### src/rtl/tdsc_pkg.sv
`timescale 1ns/1ps
package tdsc_pkg;
    typedef logic [3:0] bcd_t;
    localparam bcd_t BCD_TOP = 4'd9;
endpackage

### src/rtl/tdsc_edge_sync.sv
`timescale 1ns/1ps
// Two-flop synchroniser with one extra stage for edge detection.
module tdsc_edge_sync #(
    parameter int WIDTH = 1
) (
    input  logic             clk,
    input  logic             clr,
    input  logic [WIDTH-1:0] async_in,
    output logic [WIDTH-1:0] level,
    output logic [WIDTH-1:0] rise,
    output logic [WIDTH-1:0] fall
);
    typedef struct packed {
        logic [WIDTH-1:0] meta;
        logic [WIDTH-1:0] stable;
        logic [WIDTH-1:0] prev;
    } sync_t;

    sync_t sync_d, sync_q;

    always_comb begin
        sync_d        = sync_q;
        sync_d.meta   = async_in;
        sync_d.stable = sync_q.meta;
        sync_d.prev   = sync_q.stable;
    end

    always_ff @(posedge clk or posedge clr) begin
        if (clr) sync_q <= '0;
        else     sync_q <= sync_d;
    end

    assign level = sync_q.stable;
    assign rise  = sync_q.stable & ~sync_q.prev;
    assign fall  = ~sync_q.stable & sync_q.prev;
endmodule

### src/rtl/tdsc_decade_chain.sv
`timescale 1ns/1ps
// Cascaded BCD decades; index 0 is the least significant digit.
module tdsc_decade_chain
    import tdsc_pkg::*;
#(
    parameter int NUM_DIGITS = 3
) (
    input  logic                  clk,
    input  logic                  clr,
    input  logic                  advance,
    output bcd_t [NUM_DIGITS-1:0] digits,
    output logic                  wrap_pulse
);
    typedef struct packed {
        bcd_t [NUM_DIGITS-1:0] dig;
        logic                  wrap;
    } chain_t;

    chain_t chain_d, chain_q;
    logic   ripple;

    always_comb begin
        chain_d      = chain_q;
        chain_d.wrap = 1'b0;
        ripple       = advance;
        for (int i = 0; i < NUM_DIGITS; i++) begin
            if (ripple) begin
                if (chain_q.dig[i] == BCD_TOP) begin
                    chain_d.dig[i] = '0;
                end else begin
                    chain_d.dig[i] = chain_q.dig[i] + 4'd1;
                    ripple         = 1'b0;
                end
            end
        end
        chain_d.wrap = ripple;
    end

    always_ff @(posedge clk or posedge clr) begin
        if (clr) chain_q <= '0;
        else     chain_q <= chain_d;
    end

    assign digits     = chain_q.dig;
    assign wrap_pulse = chain_q.wrap;
endmodule

### src/rtl/tdsc_scan_seq.sv
`timescale 1ns/1ps
// Scan position sequencer: internal divider tick or synchronised external edge.
module tdsc_scan_seq #(
    parameter int SCAN_DIV   = 1000,
    parameter int NUM_DIGITS = 3,
    localparam int DIV_W     = (SCAN_DIV > 1) ? $clog2(SCAN_DIV) : 1,
    localparam int IDX_W     = (NUM_DIGITS > 1) ? $clog2(NUM_DIGITS) : 1
) (
    input  logic             clk,
    input  logic             clr,
    input  logic             use_ext,
    input  logic             ext_rise,
    output logic [IDX_W-1:0] pos,
    output logic             step_pulse
);
    typedef struct packed {
        logic [DIV_W-1:0] div;
        logic [IDX_W-1:0] pos;
        logic             pulse;
    } scan_t;

    scan_t scan_d, scan_q;
    logic  tick, step;

    always_comb begin
        scan_d       = scan_q;
        tick         = (scan_q.div == DIV_W'(SCAN_DIV - 1));
        scan_d.div   = tick ? '0 : scan_q.div + 1'b1;
        step         = use_ext ? ext_rise : tick;
        if (step) begin
            if (scan_q.pos == IDX_W'(NUM_DIGITS - 1)) scan_d.pos = '0;
            else                                      scan_d.pos = scan_q.pos + 1'b1;
        end
        scan_d.pulse = step;
    end

    always_ff @(posedge clk or posedge clr) begin
        if (clr) scan_q <= '0;
        else     scan_q <= scan_d;
    end

    assign pos        = scan_q.pos;
    assign step_pulse = scan_q.pulse;
endmodule

### src/rtl/tri_decade_scan_counter.sv
`timescale 1ns/1ps
module tri_decade_scan_counter
    import tdsc_pkg::*;
#(
    parameter int SCAN_DIV   = 1000,
    parameter int NUM_DIGITS = 3,
    localparam int IDX_W     = (NUM_DIGITS > 1) ? $clog2(NUM_DIGITS) : 1
) (
    input  logic                  clk,
    input  logic                  clr,
    input  logic                  count_in,
    input  logic                  count_hold,
    input  logic                  snap,
    input  logic                  scan_sel,
    input  logic                  scan_clk,
    output logic [3:0]            bcd,
    output logic [NUM_DIGITS-1:0] dsel_n,
    output logic                  carry_out,
    output logic                  scan_out
);
    // synchronised bit order: 0 count, 1 hold, 2 snap, 3 scan clock
    logic [3:0] lvl, rise, fall;
    logic       unused_edges;
    logic       advance;

    bcd_t [NUM_DIGITS-1:0] live;
    logic [IDX_W-1:0]      pos;
    logic [IDX_W-1:0]      slot;

    typedef struct packed {
        bcd_t [NUM_DIGITS-1:0] held;
    } hold_t;

    hold_t hold_d, hold_q;

    tdsc_edge_sync #(.WIDTH(4)) u_sync (
        .clk      (clk),
        .clr      (clr),
        .async_in ({scan_clk, snap, count_hold, count_in}),
        .level    (lvl),
        .rise     (rise),
        .fall     (fall)
    );

    assign unused_edges = ^{fall[3:1], rise[0], lvl[3:2]};

    // two advance paths; they need opposite hold levels, so never coincide
    assign advance = (fall[0] & ~lvl[1]) | (rise[1] & lvl[0]);

    tdsc_decade_chain #(.NUM_DIGITS(NUM_DIGITS)) u_chain (
        .clk        (clk),
        .clr        (clr),
        .advance    (advance),
        .digits     (live),
        .wrap_pulse (carry_out)
    );

    tdsc_scan_seq #(.SCAN_DIV(SCAN_DIV), .NUM_DIGITS(NUM_DIGITS)) u_scan (
        .clk        (clk),
        .clr        (clr),
        .use_ext    (scan_sel),
        .ext_rise   (rise[3]),
        .pos        (pos),
        .step_pulse (scan_out)
    );

    always_comb begin
        hold_d = hold_q;
        if (rise[2]) hold_d.held = live;
    end

    always_ff @(posedge clk or posedge clr) begin
        if (clr) hold_q <= '0;
        else     hold_q <= hold_d;
    end

    // position 0 shows the most significant decade
    always_comb begin
        slot   = IDX_W'(NUM_DIGITS - 1) - pos;
        bcd    = hold_q.held[slot];
        dsel_n = '1;
        if (!clr) dsel_n[pos] = 1'b0;
    end
endmodule

### config.mk
export PLATFORM = sky130hd
export DESIGN_NAME = tri_decade_scan_counter
export DESIGN_NICKNAME = d
export VERILOG_FILES = /design/src/rtl/tdsc_pkg.sv /design/src/rtl/tdsc_edge_sync.sv /design/src/rtl/tdsc_decade_chain.sv /design/src/rtl/tdsc_scan_seq.sv /design/src/rtl/tri_decade_scan_counter.sv
export SDC_FILE = /design/constraint.sdc
export NUM_CORES = 1
export LEC_CHECK = 0
export BUFFER_PORTS_ARGS = -buffer_cell sky130_fd_sc_hd__buf_2
export CORE_ASPECT_RATIO = 1.4
export CORE_MARGIN = 2
export CORE_UTILIZATION = 35
export CTS_CLUSTER_SIZE = 8
export DETAILED_ROUTE_END_ITERATION = 7
export MAX_ROUTING_LAYER = met4
export PLACE_DENSITY = 0.61
export SETUP_SLACK_MARGIN = 0.15
export SLEW_MARGIN = 40
export SYNTH_ARGS = -nofsm -noshare
export SYNTH_HDL_FRONTEND = slang
export SYNTH_SLANG_ARGS = --single-unit
### constraint.sdc
create_clock -name clk -period 2.2 [get_ports clk]
set_input_delay 0.22 -clock clk [delete_from_list [all_inputs] [get_ports clk]]
set_output_delay 0.22 -clock clk [all_outputs]
set_load 0.005 [all_outputs]
Word-level counts from Yosys, hierarchy flattened --
Index checks and enable logic that the tools add are counted.
Cells by class: add/sub/neg operators 6, multipliers 0, divide/modulo/power cells 0, $lt $le $gt $ge 3, equal/unequal tests 5, shift-type cells 0, muxes and demuxes 17, bitwise logic cells 9, reduce and logical (&&, ||, !) cells 1
Operators by type and width (count):
- two-way mux 4 bit | 4
- adder 4 x 1 -> 4 bit, second input constant | 3
- == test 4 bit, second input constant | 3
- adder 10 x 1 -> 10 bit, second input constant | 1
- == test 10 bit, second input constant | 1
- two-way mux 10 bit | 1
- binary-select mux 4 bit (select 2 bit) | 1
- two-way mux 1 bit | 8
- < comparator 2 x 3 -> 1 bit, second input constant | 2
- bitwise AND 4 bit | 1
- inverter 4 bit | 1
- bitwise AND 1 bit | 3
- two-way mux 3 bit | 1
- inverter 3 bit | 1
- adder 2 x 1 -> 2 bit, second input constant | 1
- demux 1 bit (select 2 bit) | 1
- == test 2 bit, second input constant | 1
- >= comparator 2 x 1 -> 1 bit, second input constant | 1
- two-way mux 2 bit | 1
- inverter 1 bit | 2
- subtractor 2 bit, first input constant | 1
- logical AND 1 bit | 1
- OR 1 bit | 1
Storage, ports and cells: flip-flop bits (word level) 50, latch bits 0, memory bits (writable) 0, bits in read-only memories 0, input bits 7, output and inout bits 9, logic and storage cells 54, memories kept 0

Logic depth before layout (Yosys ltp) --
depth after elaboration 7, depth in mapped cells 6, gate-level depth less buffers 5

By module --
Synthesis repeated with hierarchy kept, for this count alone.
Unflattened totals: cell total of the unflattened synthesis 199, area total of the unflattened synthesis 2379.8 um^2
Modules (own cells, without submodules):
- tdsc_decade_chain | times used 1, cells each 61, area an instance 669.4 um^2
- tdsc_scan_seq | times used 1, cells each 62, area an instance 658.1 um^2
- tri_decade_scan_counter | times used 1, cells each 51, area an instance 648.1 um^2
- tdsc_edge_sync | times used 1, cells each 25, area an instance 404.1 um^2

Least setup slack after synthesis --
OpenSTA, ideal clock, no wires.
kind register -> output, start point reg u_scan.scan_q, in the netlist u_scan.pos[0], end point out bcd[0], data arrival time 1.561 ns, data required time 1.980 ns, slack 0.419 ns, stages on the path, launching flop included 7, cell sequence dfrtp_1 > clkbuf_1 > inv_1 > ha_1 > clkbuf_1 > mux2i_1 > o21ai_0
On the way: cells in the longest elaborated chain, start to end 3
Ends and longest elaborated chain:
- start: declaration | line tdsc_scan_seq.sv:22 | scan_t scan_d, scan_q;
- start signal: assignment | line tdsc_scan_seq.sv:39 | else scan_q <= scan_d;
- subtractor 2 bit | line tri_decade_scan_counter.sv:79 | slot = IDX_W'(NUM_DIGITS - 1) - pos;
- binary-select mux 4 bit (select 2 bit) | line tri_decade_scan_counter.sv:80 | bcd = hold_q.held[slot];
- two-way mux 4 bit (not written as such) | line tri_decade_scan_counter.sv:80
- end: declaration | line tri_decade_scan_counter.sv:16 | output logic [3:0] bcd,
No other way between the ends. The select of a mux whose other input is x is not followed.

Worst setup path after layout --
start point reg u_scan.scan_q, in the netlist u_scan.pos[1], end point out bcd[0]
Same word-level chain as after synthesis.

==> impl.org <==
** STA
- Measured against its own limit, the worst slew margin works out to 58.54%.
- Unrepaired setup endpoints after global routing :: no
- Clock tree skew after final layout :: 0.003467 ns
- Final clock period utilization by the worst path :: 86.88%
- Pin slew with the least headroom to its limit :: 0.6219 ns
- Setup TNS :: 0 ns
- Counting I/O delays and the setup requirement, the final critical path takes 1.911 ns.
- Timing would allow up to 0.5232 GHz.
- Endpoints failing setup :: 0
- The final number of max-transition violations is 0.
- Final Hold Viols :: 0

** Placed design
- After legalization and detailed placement, the total HPWL measured 2.549 mm.
- Final estimated routing congestion in global placement :: 0.7801
- During placement, the flow inserted port buffers numbering 15.
- The number of placed instances, taps included, is 264.

** Power and ir drop
- In this run, the clock network consumes 24.3% of the power.
- Worst IR Drop VDD :: 0.4620 mV
- Internal portion of total power :: 1522 uW
- For this design the total switching power over the nets is 612.6 uW.
- Of the total power, combinational logic draws 22.0%.
- Power spread over the standard cell area amounts to 869.9 nW/um2.
- Part of the total power dissipated in sequential elements :: 53.7%
- Of the total power, the share spent switching nets is 28.70%.
- Leak Pwr :: 0.001108 uW

** Setup path
- The critical path is of the flop to primary output type.
- STA classifies the critical path startpoint as a flop.
- Data arrives at the worst endpoint at 1.69 ns.
- In this run the worst path has a maximum fanout of 8.
- Category of the worst setup path capture point :: primary output
- Required arrival time at the worst endpoint :: 1.98 ns

** Die
- The die is 97.72 um tall.
- Row count :: 34
- Initial core utilization :: 35.85%
- The floorplan step defined a die boundary enclosing 6932 um2.
- Io pins :: 16
- Area of the core region :: 6126 um2
- The floorplan step set the die width to 70.94 um.

** Synth
- Dominant cell type by area after synthesis :: sky130_fd_sc_hd__dfrtp_1
- Number of flops mapped to enable cells by yosys :: 0
- Most area-consuming cells after synthesis :: sky130_fd_sc_hd__dfrtp_1, sky130_fd_sc_hd__mux2_2, sky130_fd_sc_hd__ha_1, sky130_fd_sc_hd__o21ai_0, sky130_fd_sc_hd__xnor2_1
- The most used flip-flop cell after synthesis is sky130_fd_sc_hd__dfrtp_1.
- After synthesis the cells add up to 2196 um2.
- Number of nets in the synthesized netlist :: 192
- Most common cell in the synthesized netlist :: sky130_fd_sc_hd__dfrtp_1
- Share of synthesized area occupied by flip-flops and latches :: 56.98%
- Ranking of synthesized cells by instance count :: sky130_fd_sc_hd__dfrtp_1, sky130_fd_sc_hd__nand2_1, sky130_fd_sc_hd__nor2_1, sky130_fd_sc_hd__o21ai_0, sky130_fd_sc_hd__mux2_2
- Mean post-synth cell area :: 12.27 um2
- After synthesis the netlist holds a flip-flop and latch count of 50.
- For this run, the number of Yosys warnings is 0.
- After technology mapping, the gate count stands at 179.
- Synth async-reset ratio :: 100.0%
- Synth unique cells :: 37
- Post-synth top area share :: 56.98%

** CTS
- CTS saw 50 sinks.
- The cell sitting at the root of the clock tree is a sky130_fd_sc_hd__clkbuf_8.
- TritonCTS clock tree :: yes
- Clock-pin slew of the registers on the worst-case setup and hold paths :: 0.08 ns
- The longest clock path from root to sink contains 2 buffers.
- Number of buffers created by CTS :: 5
- For the worst-skew pair, the clock arrives at the later sink with an insertion delay of 0.29 ns.
- The clock tree synthesis step divided the H-tree into 2 levels.
- Post-CTS setup buffer count :: 0

** Global routing
- Wire length of the first global-routing pass :: 6.368 mm
- Initial antenna violation count :: 0
- Total routing usage reported by global routing :: 12.12%
- Via count of the first global-routing pass :: 1362
- Pin count of the biggest net entering global routing :: 46
- Final global-route overflow total :: 0

** Drt
- In the final routed layout, each cell accounts on average for 13.07 um.
- Vias per cell :: 4.849
- Detailed Route Iter0 Violations :: 30
- Number of routed nets with antenna violations :: 0
- For this run, design rule violations remaining after detail routing come to 0.
- The routed layout has 1314 vias.
- Drt pass-1 iters :: 4
- Routed Wire Length :: 3.543 mm

** Cells and area
- At the end of the flow the core is filled with cells to 40.05%.
- Once layout is complete, the cells apart from fillers number 271.
- The repair_antennas step left the layout with diodes totalling 0.
- For this run, the post-layout net count is 213.
- Cells with a size suffix above 1 make up 22.11% of the layout.
- From synthesis to final layout, the design area changed by 11.74%.

** Run status
- The flow ran to the end, and the final reports show no timing, DRC or antenna violations.

** Min path
- Class of the worst hold path :: primary input to flop

** Flow run
- Max-cap viol count :: 0
## critical path, cell delays in order, from the launching register on
cell,delay (ns)
sky130_fd_sc_hd__dfrtp_1,0.38
sky130_fd_sc_hd__inv_1,0.13
sky130_fd_sc_hd__ha_2,0.36
sky130_fd_sc_hd__mux2i_1,0.14
sky130_fd_sc_hd__o21ai_0,0.21
sky130_fd_sc_hd__buf_2,0.16
## power by group through the flow
stage | combinational [uW] | clock, uW | sequential [uW]
detailed placement | 471 | 0 | 1170
finish | 470 | 518 | 1150
global placement | 461 | 0 | 1170
CTS | 477 | 545 | 1150
global route | 537 | 580 | 1170
floorplan | 351 | 0 | 1140
## sequential cells by signal, summed over array words and instances, names as in the netlist
name / cells
u_chain.digits: 12
u_sync.sync_q: 4
u_sync.sync_d: 4
u_sync.level: 4
u_scan.scan_q: 10
hold_q: 12
u_scan.step_pulse: 1
u_chain.wrap_pulse: 1
u_scan.pos: 2
## routing by layer
metal  share of wire, %  GRT usage (%)
met5                  0              -
met4                2.0          4.790
met3                2.7          3.216
met2                 52          20.70
met1                 43          13.26
## through the flow
stage / hold WS, ns / total power, uW / worst slack, ns / cell area (um2)
floorplan: 0.2514 / 1487 / 0.4192 / 2196
global placement: 0.1444 / 1628 / 0.5792 / 2359
detailed placement: 0.1451 / 1641 / 0.5778 / 2359
CTS: 0.01195 / 2172 / 0.2046 / 2451
global route: 0.008263 / 2288 / 0.1640 / 2454
finish: 0.02366 / 2134 / 0.2887 / 2454
## final cells by class
type,count,area (um2)
tap,72,90.09
sequential,50,1251
clock buffer,6,82.58
fill,614,3672
timing repair buffer,18,100.1
multi-input combinational,118,903.4
inverter,7,26.28
## cell families (layout without fill, tap and decap cells)
| family | Yosys count | after routing | share of synthesized area, % |
|---|---|---|---|
| buf+inv | 11 | 31 | 1.995 |
| mux | 14 | 14 | 6.952 |
| compound gates | 26 | 26 | 9.802 |
| flops | 50 | 50 | 56.98 |
| fa+ha+maj | 6 | 6 | 3.419 |
| simple gates | 60 | 60 | 16.07 |
| xor+xnor | 12 | 12 | 4.786 |
## layout by cell type (no fill, tap or decap), drive strengths merged, types with 7 or more instances in the layout
cell    n
inv     7
nand3   7
nor2   14
dfrtp  50
mux2   10
nand2  15
buf    17
o21ai  14
xnor2   7
## final timing paths
path | slack, ns | from | cells past startpoint | endpoint
min in group asynchronous | 0.36 | clr | 3 | u_scan.step_pulse$_DFF_PP0_
hold reg to reg | 0.35 | u_sync.sync_d[6]$_DFF_PP0_ | 0 | u_sync.level[2]$_DFF_PP0_
hold / removal | 0.02 | scan_clk | 1 | u_sync.sync_d[7]$_DFF_PP0_
setup reg to reg | 0.66 | u_scan.scan_q[3]$_DFF_PP0_ | 5 | u_scan.scan_q[10]$_DFF_PP0_
max in group asynchronous | 1.04 | clr | 4 | u_sync.sync_d[6]$_DFF_PP0_
setup / recovery | 0.29 | u_scan.pos[1]$_DFFE_PP0P_ | 5 | bcd[0]
## repair_timing
item	4_1_cts	5_1_grt
hold endpoints to repair	5	0
hold buffers	1	0
resized for setup	0	1
setup endpoints to repair	0	1
Note: power is estimated with default switching activity, not from simulation.
